===== config.mk =====
export PLATFORM = sky130hd
export DESIGN_NAME = vol_ramp_ctrl
export DESIGN_NICKNAME = d
export VERILOG_FILES = /design/src/rtl/vr_pkg.sv /design/src/rtl/vr_tick.sv /design/src/rtl/vr_chan.sv /design/src/rtl/vol_ramp_ctrl.sv
export SDC_FILE = /design/constraint.sdc
export NUM_CORES = 2
export LEC_CHECK = 0
export ABC_AREA = 1
export BUFFER_PORTS_ARGS = -buffer_cell sky130_fd_sc_hd__buf_2
export CAP_MARGIN = 15
export CORE_MARGIN = 2
export CORE_UTILIZATION = 60
export DETAILED_ROUTE_END_ITERATION = 12
export PLACE_DENSITY_LB_ADDON = 0.3
export SLEW_MARGIN = 20
export SYNTH_ARGS = -nofsm -noshare
export SYNTH_HDL_FRONTEND = slang
export SYNTH_SLANG_ARGS = --single-unit

===== constraint.sdc =====
create_clock -name clk -period 11.1 [get_ports clk]
set_input_delay 1.11 -clock clk [delete_from_list [all_inputs] [get_ports clk]]
set_output_delay 1.11 -clock clk [all_outputs]
set_load 0.02 [all_outputs]

===== src/rtl/vr_pkg.sv =====
package vr_pkg;
  localparam int VOLW = 8;
  localparam int MANTW = 16;
  localparam logic [VOLW-1:0] MUTE_IDX = 8'hFF;

  // mantissa for fractional octave position k (0..11), 1.0 = 32768
  function automatic logic [MANTW-1:0] mant_of(input logic [3:0] k);
    logic [MANTW-1:0] m;
    case (k)
      4'd0:    m = 16'd32768;
      4'd1:    m = 16'd30929;
      4'd2:    m = 16'd29193;
      4'd3:    m = 16'd27554;
      4'd4:    m = 16'd26008;
      4'd5:    m = 16'd24548;
      4'd6:    m = 16'd23170;
      4'd7:    m = 16'd21870;
      4'd8:    m = 16'd20643;
      4'd9:    m = 16'd19484;
      4'd10:   m = 16'd18390;
      default: m = 16'd17358;
    endcase
    return m;
  endfunction
endpackage


===== src/rtl/vr_tick.sv =====
module vr_tick #(
  parameter int MULT = 1
) (
  input  logic       clk,
  input  logic       rst_n,
  input  logic       in_valid,
  input  logic [4:0] rate,
  output logic       step
);
  localparam int CW = $clog2(32 * MULT) + 1;

  logic [CW-1:0] cnt_q, cnt_d, lim;

  always_comb begin
    lim   = CW'(({1'b0, rate} + 6'd1) * MULT) - CW'(1);
    step  = in_valid && (cnt_q >= lim);
    cnt_d = cnt_q;
    if (in_valid) begin
      if (step) cnt_d = '0;
      else      cnt_d = cnt_q + CW'(1);
    end
  end

  always_ff @(posedge clk or negedge rst_n) begin
    if (!rst_n) cnt_q <= '0;
    else        cnt_q <= cnt_d;
  end
endmodule


===== src/rtl/vr_chan.sv =====
module vr_chan
  import vr_pkg::*;
#(
  parameter int DW     = 16,
  parameter int ZD_LEN = 64
) (
  input  logic            clk,
  input  logic            rst_n,
  input  logic            in_valid,
  input  logic            step,
  input  logic [DW-1:0]   x,
  input  logic [VOLW-1:0] mvol,
  input  logic [VOLW-1:0] cvol,
  input  logic            bypass,
  input  logic            ramp_en,
  input  logic            smute,
  input  logic            hmute,
  input  logic            zd_en,
  output logic [DW-1:0]   y
);
  localparam int PW = DW + MANTW + 1;
  localparam int ZW = $clog2(ZD_LEN + 1);
  localparam logic [ZW-1:0] ZD_MAX = ZW'(ZD_LEN);
  localparam logic signed [PW-1:0] YMAX = PW'((2 ** (DW - 1)) - 1);
  localparam logic signed [PW-1:0] YMIN = -YMAX - PW'(1);

  logic [VOLW-1:0]        cur_q, cur_d, tgt;
  logic [VOLW:0]          sum;
  logic [ZW-1:0]          zc_q, zc_d;
  logic                   zero_in, zd_hit;
  logic [4:0]             oct;
  logic [3:0]             frac;
  logic [MANTW-1:0]       mant;
  logic signed [PW-1:0]   prod, shr;
  logic [DW-1:0]          ysc, y_d, y_q;

  // target from master offset and channel code
  always_comb begin
    sum = {1'b0, cvol} + (bypass ? {(VOLW+1){1'b0}} : {1'b0, mvol});
    if (smute || sum[VOLW]) tgt = MUTE_IDX;
    else                    tgt = sum[VOLW-1:0];
  end

  // zero-run detector
  always_comb begin
    zero_in = (x == '0);
    zc_d    = zc_q;
    if (in_valid) begin
      if (!zero_in)            zc_d = '0;
      else if (zc_q != ZD_MAX) zc_d = zc_q + ZW'(1);
    end
    zd_hit = in_valid && zd_en && zero_in && (zc_d == ZD_MAX);
  end

  // gain index ramp
  always_comb begin
    cur_d = cur_q;
    if (in_valid) begin
      if (hmute || zd_hit) begin
        cur_d = MUTE_IDX;
      end else if (tgt < cur_q) begin
        if (!ramp_en)  cur_d = tgt;
        else if (step) cur_d = cur_q - 8'd1;
      end else if (tgt > cur_q) begin
        if (step) cur_d = cur_q + 8'd1;
      end
    end
  end

  // index to linear gain and scaling
  always_comb begin
    oct  = 5'(cur_q / 8'd12);
    frac = 4'(cur_q % 8'd12);
    mant = mant_of(frac);
    prod = PW'($signed(x)) * PW'($signed({1'b0, mant}));
    shr  = prod >>> (oct + 5'd7);
    if (shr > YMAX)      ysc = YMAX[DW-1:0];
    else if (shr < YMIN) ysc = YMIN[DW-1:0];
    else                 ysc = shr[DW-1:0];
    y_d = y_q;
    if (in_valid) begin
      if (hmute || (cur_q == MUTE_IDX)) y_d = '0;
      else                              y_d = ysc;
    end
  end

  always_ff @(posedge clk or negedge rst_n) begin
    if (!rst_n) begin
      cur_q <= MUTE_IDX;
      zc_q  <= '0;
      y_q   <= '0;
    end else begin
      cur_q <= cur_d;
      zc_q  <= zc_d;
      y_q   <= y_d;
    end
  end

  assign y = y_q;


  dn_step_chk: assert property (@(posedge clk) disable iff (!rst_n)
    (cur_q > $past(cur_q)) && !$past(hmute) && !$past(zd_hit)
      |-> cur_q == $past(cur_q) + 8'd1);


  up_step_chk: assert property (@(posedge clk) disable iff (!rst_n)
    (cur_q < $past(cur_q)) && $past(ramp_en)
      |-> cur_q == $past(cur_q) - 8'd1);


  hmute_zero_chk: assert property (@(posedge clk) disable iff (!rst_n)
    $past(in_valid && hmute) |-> (y_q == '0));


  mute_idx_zero_chk: assert property (@(posedge clk) disable iff (!rst_n)
    $past(in_valid && (cur_q == MUTE_IDX)) |-> (y_q == '0));
endmodule


===== src/rtl/vol_ramp_ctrl.sv =====
module vol_ramp_ctrl
  import vr_pkg::*;
#(
  parameter int NCH    = 2,
  parameter int DW     = 16,
  parameter int MULT   = 1,
  parameter int ZD_LEN = 64
) (
  input  logic                clk,
  input  logic                rst_n,
  input  logic                in_valid,
  input  logic [NCH*DW-1:0]   in_data,
  input  logic [VOLW-1:0]     mvol,
  input  logic [NCH*VOLW-1:0] cvol,
  input  logic [NCH-1:0]      vol_bypass,
  input  logic                ramp_en,
  input  logic [4:0]          rate,
  input  logic                mute_soft_all,
  input  logic                mute_hard_all,
  input  logic [NCH-1:0]      mute_soft_ch,
  input  logic [NCH-1:0]      mute_hard_ch,
  input  logic                zd_en,
  output logic                out_valid,
  output logic [NCH*DW-1:0]   out_data
);
  logic step;
  logic vld_q, vld_d;

  vr_tick #(.MULT(MULT)) u_tick (
    .clk      (clk),
    .rst_n    (rst_n),
    .in_valid (in_valid),
    .rate     (rate),
    .step     (step)
  );

  for (genvar c = 0; c < NCH; c++) begin : g_ch
    vr_chan #(.DW(DW), .ZD_LEN(ZD_LEN)) u_ch (
      .clk      (clk),
      .rst_n    (rst_n),
      .in_valid (in_valid),
      .step     (step),
      .x        (in_data[c*DW +: DW]),
      .mvol     (mvol),
      .cvol     (cvol[c*VOLW +: VOLW]),
      .bypass   (vol_bypass[c]),
      .ramp_en  (ramp_en),
      .smute    (mute_soft_all | mute_soft_ch[c]),
      .hmute    (mute_hard_all | mute_hard_ch[c]),
      .zd_en    (zd_en),
      .y        (out_data[c*DW +: DW])
    );
  end

  always_comb vld_d = in_valid;

  always_ff @(posedge clk or negedge rst_n) begin
    if (!rst_n) vld_q <= 1'b0;
    else        vld_q <= vld_d;
  end

  assign out_valid = vld_q;
endmodule


==> results_dict.tcl <==
set metrics [dict create \
    cp_max_fo 29 \
    grt_start_max_net_pins 70 \
    crit_buf_inv 10 \
    regArea_um2 1750 \
    setup_viol 0 \
    drt_first_pass_iters 6 \
    pin_count 107 \
    clkTransAtPathRegs_ns 0.05 \
    synth_top_area_share_pct 26.0 \
    multi_input_area_um2 24100 \
    max_freq_ghz 0.0990 \
    viasPerCell 5.57 \
    synth_area_um2 30000 \
    fin_setup_tns_ns 0 \
    first_global_vias 29200 \
    hp-class "reg2reg" \
    dieArea_um2 51800 \
    rsz0062_at_grt "false" \
    synth_area_leaders "fa_1, nand2_1, ha_1, inv_1, nand3_1" \
    cts_buffers 9 \
    fin_nets 5387 \
    drtIter0Drc 2685 \
    worstSetupPathType "reg2reg" \
    cp.arrival_ns 10.33 \
    cts_root_buf "clkbuf_16" \
    clock_sinks 69 \
    cts_max_level 3 \
    overflow 0 \
    die_w_um 228 \
    startpoint "g_ch[0].u_ch.cur_q[6]" \
    ys.flop_type "dfrtp_1" \
    status "complete, no violations" \
    antenna_left 0 \
    vias 29500 \
    synth_edf_count 0 \
    route.detailed.drc 0 \
    r2r_cells 53 \
    place_congestion 1.01 \
    synth-seq-cells 69 \
    core_area_um2 49200 \
    rr_endpoint "g_ch[0].u_ch.y[1]" \
    start_util_pct 61.0 \
    synth_cell_type_count 59 \
    hold_depth 2 \
    final_max_slew_viol_count 0 \
    fillers 4622 \
    hold_path_end "g_ch[1].u_ch.y[14]" \
    syn-num-nets 5369 \
    cts_buffer_depth 2 \
    slowest_delay_ns 0.61 \
    grt_usage_pct 34.5 \
    drive_gt1_share_pct 5.88 \
    place_hpwl_mm 69.5 \
    relSlewSlack_pct 28.9 \
    cp-start-kind "register" \
    final_hold_viol_count 0 \
    required_ns 11.33 \
    die_h_um 228 \
    drt-total-wl_mm 85.8 \
    crit_family "simple AND/OR/NAND/NOR gates" \
    synth.avg_cell_area_um2 6.51 \
    cp_common_cell "nand2_1" \
    port_buffers 106 \
    period_needed_ns 10.10 \
    antenna_found_initial 0 \
    slowest_stage "dfstp_2" \
    synthCells 4605 \
    synth-async-reset-ratio_pct 100 \
    yosys_warnings 0 \
    period_share_pct 91.0 \
    tritoncts "yes" \
    syn2layout_area_growth_pct 4.26 \
    std_cell_rows 81 \
    rr_startpoint "g_ch[0].u_ch.cur_q[6]" \
    yosys.area.top_type "fa_1" \
    worstMarginPinSlew_ns 1.07 \
    worst-r2r-setup-slack_ns 1.00 \
    finalClockSkew_ns 0.0122 \
    diodes 0 \
    hold_buffers 0 \
    worst_skew_pair.late_latency_ns 0.35 \
    endpoint_kind "register" \
    synth_seq_area_share_pct 5.82 \
    maxCapViolCount 0 \
    min-delay-start "g_ch[1].u_ch.y[14]" \
    wl_per_cell_um 16.2 \
    grt_pass1_wl_mm 143 \
]
[layer usage]
metal | share of wire [%] | global-route usage (%) | vias to the layer above | routed length, um
met5 | 0 | 0 | - | 0
met4 | 5.2 | 15.9 | 0 | 4450
met3 | 7.2 | 4.41 | 289 | 6150
met2 | 48 | 59.6 | 1245 | 41200
met1 | 40 | 43.0 | 13800 | 34000
li1 | - | - | 14200 | -
[registers in the layout, indices dropped and copies added, names as in the netlist]
name and count:
out_valid 1, g_ch.u_ch.zc_q 14, g_ch.u_ch.cur_q 16, g_ch.u_ch.y 32, u_tick.cnt_q 6
[per-stage QoR]
stage               cell area [um^2]  hold slack [ns]  std cells  util (%)  worst slack (ns)
floorplan                      30000            0.500       4605         -              2.62
global placement               30900            0.459       5276      62.9             0.828
detailed placement             30900            0.463       5276      62.9             0.767
CTS                            31200            0.478       5292      63.6             0.744
global route                   31300            0.510       5292      63.6             0.204
finish                         31300            0.479       5292      63.6              1.00
[timing repair]
action	CTS	global route
endpoints found under the setup margin	0	16
resized for setup	0	2
buffers inserted	0	0
[final cells by class]
| cell class | instances | area share, % |
|---|---|---|
| clock buffers | 10 | 0.732 |
| flip-flops and latches | 69 | 5.59 |
| multi-input cells | 3477 | 77.0 |
| well taps | 664 | 2.66 |
| clock inverters | 6 | 0.356 |
| inverters | 923 | 11.1 |
| repair buffers | 143 | 2.59 |
[synth_stat cells (31+ instances only)]
cell      count
nand3_1     548
o21ai_0      65
nand2_1    1273
nor3_1       41
dfrtp_1      53
buf_2        34
inv_1       893
fa_1        390
clkbuf_1     70
nand2_2      34
nand4_1      31
a21oi_1     102
ha_1        300
nor2_1      489
xor2_1       43
[logic make-up after synthesis]
group                      share of synthesized area, %
and+or+nand+nor                                    35.0
buffers and inverters                              14.0
adders and majority gates                          38.6
AOI/OAI and AO/OA                                  4.56
DFF                                                5.82
xor gates and xnor gates                           2.04
[worst reg2reg max path: cells and delay by family (launching register included)]
family	cells	cell delay, ns
AO/OA/AOI/OAI	3	0.69
AND/OR/NAND/NOR	33	3.82
flip-flops	1	0.61
buffers and inverters	10	1.53
adder cells (fa/ha/maj)	7	3.32
[cell usage in the layout (no fill, tap or decap), drive strengths merged, types with 2 or more instances in the layout]
| master | n |
|---|---|
| fa | 390 |
| and2 | 6 |
| and3 | 4 |
| nor4 | 10 |
| nand4 | 31 |
| nand3 | 572 |
| o21a | 4 |
| a22oi | 2 |
| nor3 | 42 |
| o2111ai | 3 |
| xor2 | 45 |
| buf | 143 |
| clkinv | 16 |
| o21ai | 80 |
| inv | 909 |
| a21oi | 104 |
| nor2 | 491 |
| a21boi | 2 |
| a311oi | 2 |
| xnor2 | 23 |
| dfrtp | 53 |
| o22ai | 3 |
| o21bai | 11 |
| a211oi | 4 |
| ha | 300 |
| nand3b | 6 |
| clkbuf | 10 |
| nand2 | 1310 |
| a31oi | 15 |
| bufinv | 3 |
| dfstp | 16 |
| o211ai | 6 |
| or2 | 3 |
[worst max path at each step]
stage                          to  cells after the start
2_1_floorplan   g_ch[1].u_ch.y[0]                     57
3_3_place_gp   g_ch[0].u_ch.y[13]                     51
3_5_place_dp    g_ch[0].u_ch.y[1]                     52
4_1_cts         g_ch[0].u_ch.y[1]                     52
5_1_grt         g_ch[0].u_ch.y[5]                     52
6_report        g_ch[0].u_ch.y[1]                     53
Power is not shown: default switching activity piles up to over one toggle a cycle in this logic, so the estimate is an artifact.
